<file path="src/rtl/uft_pkg.sv">
package uft_pkg;

  typedef enum logic [2:0] {
    ST_IDLE,
    ST_START,
    ST_DATA,
    ST_PARITY,
    ST_STOP
  } uftState_t;

  // framing fields of the line-control word (break kept separate)
  typedef struct packed {
    logic       forceP;
    logic       evenP;
    logic       parEn;
    logic       stopLong;
    logic [1:0] wordCode;
  } uftCfg_t;

  // strobes from control to datapath
  typedef struct packed {
    logic load;
    logic dataBit;
    logic parityBit;
    logic stopBit;
    logic abort;
  } uftStrobe_t;

endpackage

</file>
<file path="src/rtl/uft_ctrl.sv">
module uft_ctrl
  import uft_pkg::*;
#(
  parameter int OVS = 16
) (
  input  logic       clk,
  input  logic       rstN,
  input  logic       baudTick,
  input  logic       brk,
  input  logic       txValid,
  input  logic [1:0] heldWordCode,
  input  logic       heldParEn,
  input  logic       heldStopLong,
  output logic       txReady,
  output logic       busy,
  output uftStrobe_t strb
);

  localparam int TCNT_W = $clog2(2 * OVS);
  localparam logic [TCNT_W-1:0] BIT_LAST   = TCNT_W'(OVS - 1);
  localparam logic [TCNT_W-1:0] STOP_ONE   = TCNT_W'(OVS - 1);
  localparam logic [TCNT_W-1:0] STOP_HALF  = TCNT_W'(OVS + OVS / 2 - 1);
  localparam logic [TCNT_W-1:0] STOP_TWO   = TCNT_W'(2 * OVS - 1);

  uftState_t         state, stateNext;
  logic [TCNT_W-1:0] tickCnt;
  logic [2:0]        bitIdx;
  logic [2:0]        wordLast;
  logic [TCNT_W-1:0] stopLast;
  logic              bitEnd, stopEnd;

  assign wordLast = 3'd4 + {1'b0, heldWordCode};
  assign stopLast = !heldStopLong          ? STOP_ONE  :
                    (heldWordCode == 2'd0) ? STOP_HALF : STOP_TWO;
  assign bitEnd   = baudTick && (tickCnt == BIT_LAST);
  assign stopEnd  = baudTick && (tickCnt == stopLast);

  assign txReady = (state == ST_IDLE) && !brk;
  assign busy    = (state != ST_IDLE) || brk;

  always_comb begin
    strb      = '0;
    stateNext = state;
    if (brk) begin
      if (state != ST_IDLE) begin
        strb.abort = 1'b1;
        stateNext  = ST_IDLE;
      end
    end else begin
      unique case (state)
        ST_IDLE: if (txValid) begin
          strb.load = 1'b1;
          stateNext = ST_START;
        end
        ST_START: if (bitEnd) begin
          strb.dataBit = 1'b1;
          stateNext    = ST_DATA;
        end
        ST_DATA: if (bitEnd) begin
          if (bitIdx == wordLast) begin
            if (heldParEn) begin
              strb.parityBit = 1'b1;
              stateNext      = ST_PARITY;
            end else begin
              strb.stopBit = 1'b1;
              stateNext    = ST_STOP;
            end
          end else begin
            strb.dataBit = 1'b1;
          end
        end
        ST_PARITY: if (bitEnd) begin
          strb.stopBit = 1'b1;
          stateNext    = ST_STOP;
        end
        ST_STOP: if (stopEnd) stateNext = ST_IDLE;
        default: stateNext = ST_IDLE;
      endcase
    end
  end

  always_ff @(posedge clk) begin
    if (!rstN) begin
      state   <= ST_IDLE;
      tickCnt <= '0;
      bitIdx  <= '0;
    end else begin
      state <= stateNext;
      if (stateNext == ST_IDLE || stateNext != state || strb.dataBit)
        tickCnt <= '0;
      else if (baudTick)
        tickCnt <= tickCnt + 1'b1;
      if (strb.load)
        bitIdx <= '0;
      else if (strb.dataBit && state == ST_DATA)
        bitIdx <= bitIdx + 1'b1;
    end
  end

  AST_NO_TICK_NO_MOVE: assert property (@(posedge clk) disable iff (!rstN)
    (state != ST_IDLE && state != ST_STOP && !baudTick && !brk) |=> $stable(state));

  AST_BITIDX_RANGE: assert property (@(posedge clk) disable iff (!rstN)
    (state == ST_DATA) |-> (bitIdx <= wordLast));

endmodule

</file>
<file path="src/rtl/uft_datapath.sv">
module uft_datapath
  import uft_pkg::*;
#(
  parameter int DATA_W = 8,
  parameter int MIN_W  = 5
) (
  input  logic              clk,
  input  logic              rstN,
  input  uftStrobe_t        strb,
  input  uftCfg_t           cfgIn,
  input  logic              brk,
  input  logic [DATA_W-1:0] txData,
  output logic [1:0]        heldWordCode,
  output logic              heldParEn,
  output logic              heldStopLong,
  output logic              txOut
);

  logic [DATA_W-1:0] shiftReg;
  logic [DATA_W-1:0] dataMask;
  logic              lineReg;
  logic              parReg;
  logic              onesOdd;
  logic              parNext;

  // bits below MIN_W always count; higher ones depend on the word code
  for (genvar g = 0; g < DATA_W; g++) begin : g_mask
    if (g < MIN_W) begin : g_fixed
      assign dataMask[g] = 1'b1;
    end else begin : g_sel
      assign dataMask[g] = (int'(cfgIn.wordCode) >= (g - MIN_W + 1));
    end
  end

  assign onesOdd = ^(txData & dataMask);
  assign parNext = cfgIn.forceP ? !cfgIn.evenP :
                   cfgIn.evenP  ? onesOdd : !onesOdd;

  always_ff @(posedge clk) begin
    if (!rstN) begin
      shiftReg     <= '0;
      lineReg      <= 1'b1;
      parReg       <= 1'b0;
      heldWordCode <= '0;
      heldParEn    <= 1'b0;
      heldStopLong <= 1'b0;
    end else begin
      if (strb.load) begin
        shiftReg     <= txData;
        parReg       <= parNext;
        lineReg      <= 1'b0;
        heldWordCode <= cfgIn.wordCode;
        heldParEn    <= cfgIn.parEn;
        heldStopLong <= cfgIn.stopLong;
      end else if (strb.dataBit) begin
        lineReg  <= shiftReg[0];
        shiftReg <= shiftReg >> 1;
      end else if (strb.parityBit) begin
        lineReg <= parReg;
      end else if (strb.stopBit || strb.abort) begin
        lineReg <= 1'b1;
      end
    end
  end

  assign txOut = brk ? 1'b0 : lineReg;

  AST_CFG_HELD: assert property (@(posedge clk) disable iff (!rstN)
    !strb.load |=> $stable({heldWordCode, heldParEn, heldStopLong}));

endmodule

</file>
<file path="src/rtl/uart_frame_tx.sv">
module uart_frame_tx
  import uft_pkg::*;
#(
  parameter int OVS    = 16,
  parameter int DATA_W = 8
) (
  input  logic              clk,
  input  logic              rstN,
  input  logic              baudTick,
  input  logic [6:0]        lineCtrl,
  input  logic [DATA_W-1:0] txData,
  input  logic              txValid,
  output logic              txReady,
  output logic              txOut,
  output logic              busy
);

  uftCfg_t    cfgIn;
  uftStrobe_t strb;
  logic       brk;
  logic [1:0] heldWordCode;
  logic       heldParEn;
  logic       heldStopLong;

  assign cfgIn = uftCfg_t'(lineCtrl[5:0]);
  assign brk   = lineCtrl[6];

  uft_ctrl #(.OVS(OVS)) i_ctrl (
    .clk          (clk),
    .rstN         (rstN),
    .baudTick     (baudTick),
    .brk          (brk),
    .txValid      (txValid),
    .heldWordCode (heldWordCode),
    .heldParEn    (heldParEn),
    .heldStopLong (heldStopLong),
    .txReady      (txReady),
    .busy         (busy),
    .strb         (strb)
  );

  uft_datapath #(.DATA_W(DATA_W)) i_datapath (
    .clk          (clk),
    .rstN         (rstN),
    .strb         (strb),
    .cfgIn        (cfgIn),
    .brk          (brk),
    .txData       (txData),
    .heldWordCode (heldWordCode),
    .heldParEn    (heldParEn),
    .heldStopLong (heldStopLong),
    .txOut        (txOut)
  );

  AST_START_LOW: assert property (@(posedge clk) disable iff (!rstN)
    (txValid && txReady) |=> !txOut);

  AST_IDLE_HIGH: assert property (@(posedge clk) disable iff (!rstN)
    !busy |-> txOut);

  AST_BREAK_RELEASE: assert property (@(posedge clk) disable iff (!rstN)
    $fell(brk) |-> (txOut && !busy));

endmodule

</file>
<file path="config.mk">
export PLATFORM = sky130hd
export DESIGN_NAME = uart_frame_tx
export DESIGN_NICKNAME = d
export VERILOG_FILES = /design/src/rtl/uft_pkg.sv /design/src/rtl/uft_ctrl.sv /design/src/rtl/uft_datapath.sv /design/src/rtl/uart_frame_tx.sv
export SDC_FILE = /design/constraint.sdc
export NUM_CORES = 1
export LEC_CHECK = 0
export ABC_CLOCK_PERIOD_IN_PS = 2500
export CAP_MARGIN = 20
export CORE_MARGIN = 4
export CORE_UTILIZATION = 53
export DETAILED_ROUTE_END_ITERATION = 8
export GPL_ROUTABILITY_DRIVEN = 0
export PLACE_DENSITY = 0.78
export SETUP_SLACK_MARGIN = 0.4
export SLEW_MARGIN = 5
export SYNTH_ARGS = -nofsm -noshare
export SYNTH_HDL_FRONTEND = slang
export SYNTH_SLANG_ARGS = --single-unit
export TNS_END_PERCENT = 30
</file>
<file path="constraint.sdc">
create_clock -name clk -period 2.5 [get_ports clk]
set_input_delay 0.5 -clock clk [delete_from_list [all_inputs] [get_ports clk]]
set_output_delay 0.5 -clock clk [all_outputs]
set_load 0.01 [all_outputs]
</file>
==> results.toml <==
[cts]
cts_tree = "done"
numCtsBuffers = 3
cts_sinks = 25
insertion_delay_ns = 0.33
path_clk_slew_ns = 0.13
clock_path_buffers = 2
ctsRootBufferMaster = "clkbuf_4"
cts_hold_buffers = 0
htreeDepth = 1

[timing]
fmax_ghz = 0.455
worst_slew_margin_rel_pct = 55.6
slew_violations = 0
grt_setup_unrepaired = "true"
post-route-worst-setup-slack_ns = 0.300
fin_hold_ws_ns = 0.505
finalHoldViolCount = 0
period_share_pct = 88.0
skew_ns = 0.00577
worst_pin_slew_ns = 0.658
fin_crit_ns = 2.20
setup_viol = 0
tns_ns = 0

[yosys]
yosysUniqueCellTypes = 48
postSynthCellCount = 172
synth_top_area_share_pct = 33.9
yosysMostFrequentCell = "dfxtp_1"
synth_edf_count = 0
syn_nets = 194
synth_top_area_cell = "dfxtp_1"
synth_seq_cells = 25
syn_area_um2 = 1480
syn_area_per_cell_um2 = 8.58
ys_top_cells_by_count = "25 x dfxtp_1, 23 x nand2_1, 15 x a21oi_1, 11 x nor3_1, 9 x xnor2_1"
ys_async_sr_fraction_pct = 0
synth_ff_type = "dfxtp_1"
synth.area.top_cells = "dfxtp_1 34%, nand2_1 5.8%, xnor2_1 5.3%"
yosys_warnings = 0
yosysSeqAreaShare_pct = 33.9

[setup_path]
crit_path_frequent_cell = "clkdlybuf4s50_1"
worstPathArrival_ns = 1.70
timing.rr.end = "i_ctrl.tickCnt[4]$_SDFFE_PP0P_"
cp_top_family = "buffers and inverters"
cp_max_fo = 2
worstSetupPathType = "in2out"
reg2reg_slack_ns = 0.30
reg2reg_depth = 8
critical_path.endpoint = "busy"
worstReg2RegStart = "i_ctrl.tickCnt[0]$_SDFFE_PP0P_"
cp-end-kind = "output port"
crit_chain = "clkdlybuf4s50_1 > nor2_4 > nand2_2 > clkdlybuf4s50_1"
worst-path-buf-inv = 2
cp.required_ns = 2.00
crit_start = "lineCtrl[6]"
slowest_stage = "clkdlybuf4s50_1"
cp-start-kind = "input port"
cpPeakStageDelay_ns = 0.53
crit_cells = 4

[finish]
fin_area_um2 = 1840
n_antenna_cell = 0
fillCellCount = 202
area_growth_pct = 24.8
multiInputGateArea_um2 = 976
register_area_um2 = 505
fin_nets = 223
drive_gt1_share_pct = 18.5

[power_and_ir_drop]
leakage_nw = 0.652
p_per_area_nw_per_um2 = 417
p_total_mw = 0.768
vdd_drop_max_mv = 0.371

[global_routing]
grtUsageTotal_pct = 21.8
antenna_found_initial = 0
grt_pass1_wl_um = 5960
grt_max_degree = 15
gr-total-overflow = 0
grt_pass1_vias = 1348

[drt]
vias = 1422
route.detailed.drc = 0
wl_per_cell_um = 16.2
drtIter0Drc = 128
drtPass1Iterations = 4
ant_nets = 0
wl_met1_um = 1670
wl_met2_um = 1760
highest-signal-layer = "met4"
routed_wl_um = 3730
viasPerCell = 6.18
wl_met3_um = 218

[floorplan]
start_util_pct = 57.5
ios = 22
die_h_um = 60.8
core-area_um2 = 2570
die_w_um = 60.8
die_area_um2 = 3690
rows = 18

[job]
maxCapViolCount = 0

[place]
preCtsSetupSlack_ns = 0.121
io_buffers = 21
placed_area_um2 = 1750
place_hpwl_um = 2860

[hold_path]
min_path_type = "reg2reg"
hold_depth = 2

[status]
run_status = "finished, final reports clean"
worst min-delay path: stages (launching register included):
cell      delay [ns]
dfxtp_1         0.34
nand3b_1        0.08
a21oi_1         0.06
per-layer routing:
layer / GRT usage (%) / vias up
met5: 0 / -
met3: 4.89 / 10
met4: 10.2 / 0
met1: 27.1 / 670
li1: - / 682
met2: 35.9 / 60
state kept, by name, summed over array words and instances, names as in the netlist:
signal	flops
i_ctrl.bitIdx	3
i_ctrl.state	3
i_ctrl.tickCnt	5
i_datapath.heldParEn	1
i_datapath.heldStopLong	1
i_datapath.heldWordCode	2
i_datapath.lineReg	1
i_datapath.parReg	1
i_datapath.shiftReg	8
cell type report:
type / count / area share, %
multi-input cells: 136 / 53.0
well taps: 30 / 2.04
clock buffers: 4 / 1.43
inverters: 5 / 1.02
flip-flops and latches: 25 / 27.4
repair buffers: 30 / 15.1
cell usage in the layout (no fill, tap or decap), types with 2 or more instances in the layout:
master           netlist  routed
a21boi_0               2       2
a21oi_1               15      15
buf_4                  0       9
clkbuf_4               0       3
clkdlybuf4s50_1        0      19
dfxtp_1               25      23
ha_4                   0       2
inv_1                  4       4
mux2i_1                2       2
nand2_1               23      23
nand3_1                8       7
nand4_1                2       2
nor2_1                 7       7
nor2b_1                2       2
nor3_1                11      10
nor3b_1                2       2
o21ai_0                3       3
o221ai_1               7       7
o311ai_0               2       2
or2_2                  6       6
xnor2_1                9       9
xor2_1                 6       6
power breakdown:
group | total, mW | switching, mW | leakage [nW] | internal (mW)
combinational | 0.162 | 0.0762 | 0.433 | 0.0856
clock | 0.185 | 0.122 | 0.0150 | 0.0627
sequential | 0.422 | 0.0110 | 0.205 | 0.411
total | 0.768 | 0.209 | 0.652 | 0.559
worst min path at each step:
stage / slack, ns / endpoint / from
after global placement: 0.47 / i_datapath.heldParEn$_SDFFE_PN0P_ / i_datapath.heldParEn$_SDFFE_PN0P_
after global routing: 0.53 / i_datapath.shiftReg[7]$_SDFFE_PN0P_ / i_datapath.shiftReg[7]$_SDFFE_PN0P_
after CTS: 0.50 / i_datapath.shiftReg[7]$_SDFFE_PN0P_ / i_datapath.shiftReg[7]$_SDFFE_PN0P_
after floorplan: 0.44 / i_datapath.heldParEn$_SDFFE_PN0P_ / i_datapath.heldParEn$_SDFFE_PN0P_
final: 0.50 / i_datapath.shiftReg[7]$_SDFFE_PN0P_ / i_datapath.shiftReg[7]$_SDFFE_PN0P_
after detailed placement: 0.48 / i_datapath.shiftReg[7]$_SDFFE_PN0P_ / i_datapath.shiftReg[7]$_SDFFE_PN0P_
timing repair:
item                       CTS  global route
setup endpoints to repair    8             7
pin swaps                    0             2
setup buffers                0             2
resized for setup            2            10
logic make-up after synthesis:
logic type,after synthesis,synth area share [%]
compound gates,44,23.4
xor+xnor,16,10.4
flops,25,33.9
simple gates,71,24.5
mux,2,1.36
buf+inv,11,3.90
fa+ha+maj,3,2.54
stage by stage:
stage	util, %	std cells
after global routing	71.8	230
after floorplan	-	172
final	71.8	230
after detailed placement	68.1	224
after global placement	68.1	224
after CTS	69.1	228
No activity file was read; power rests on OpenSTA's default activity.
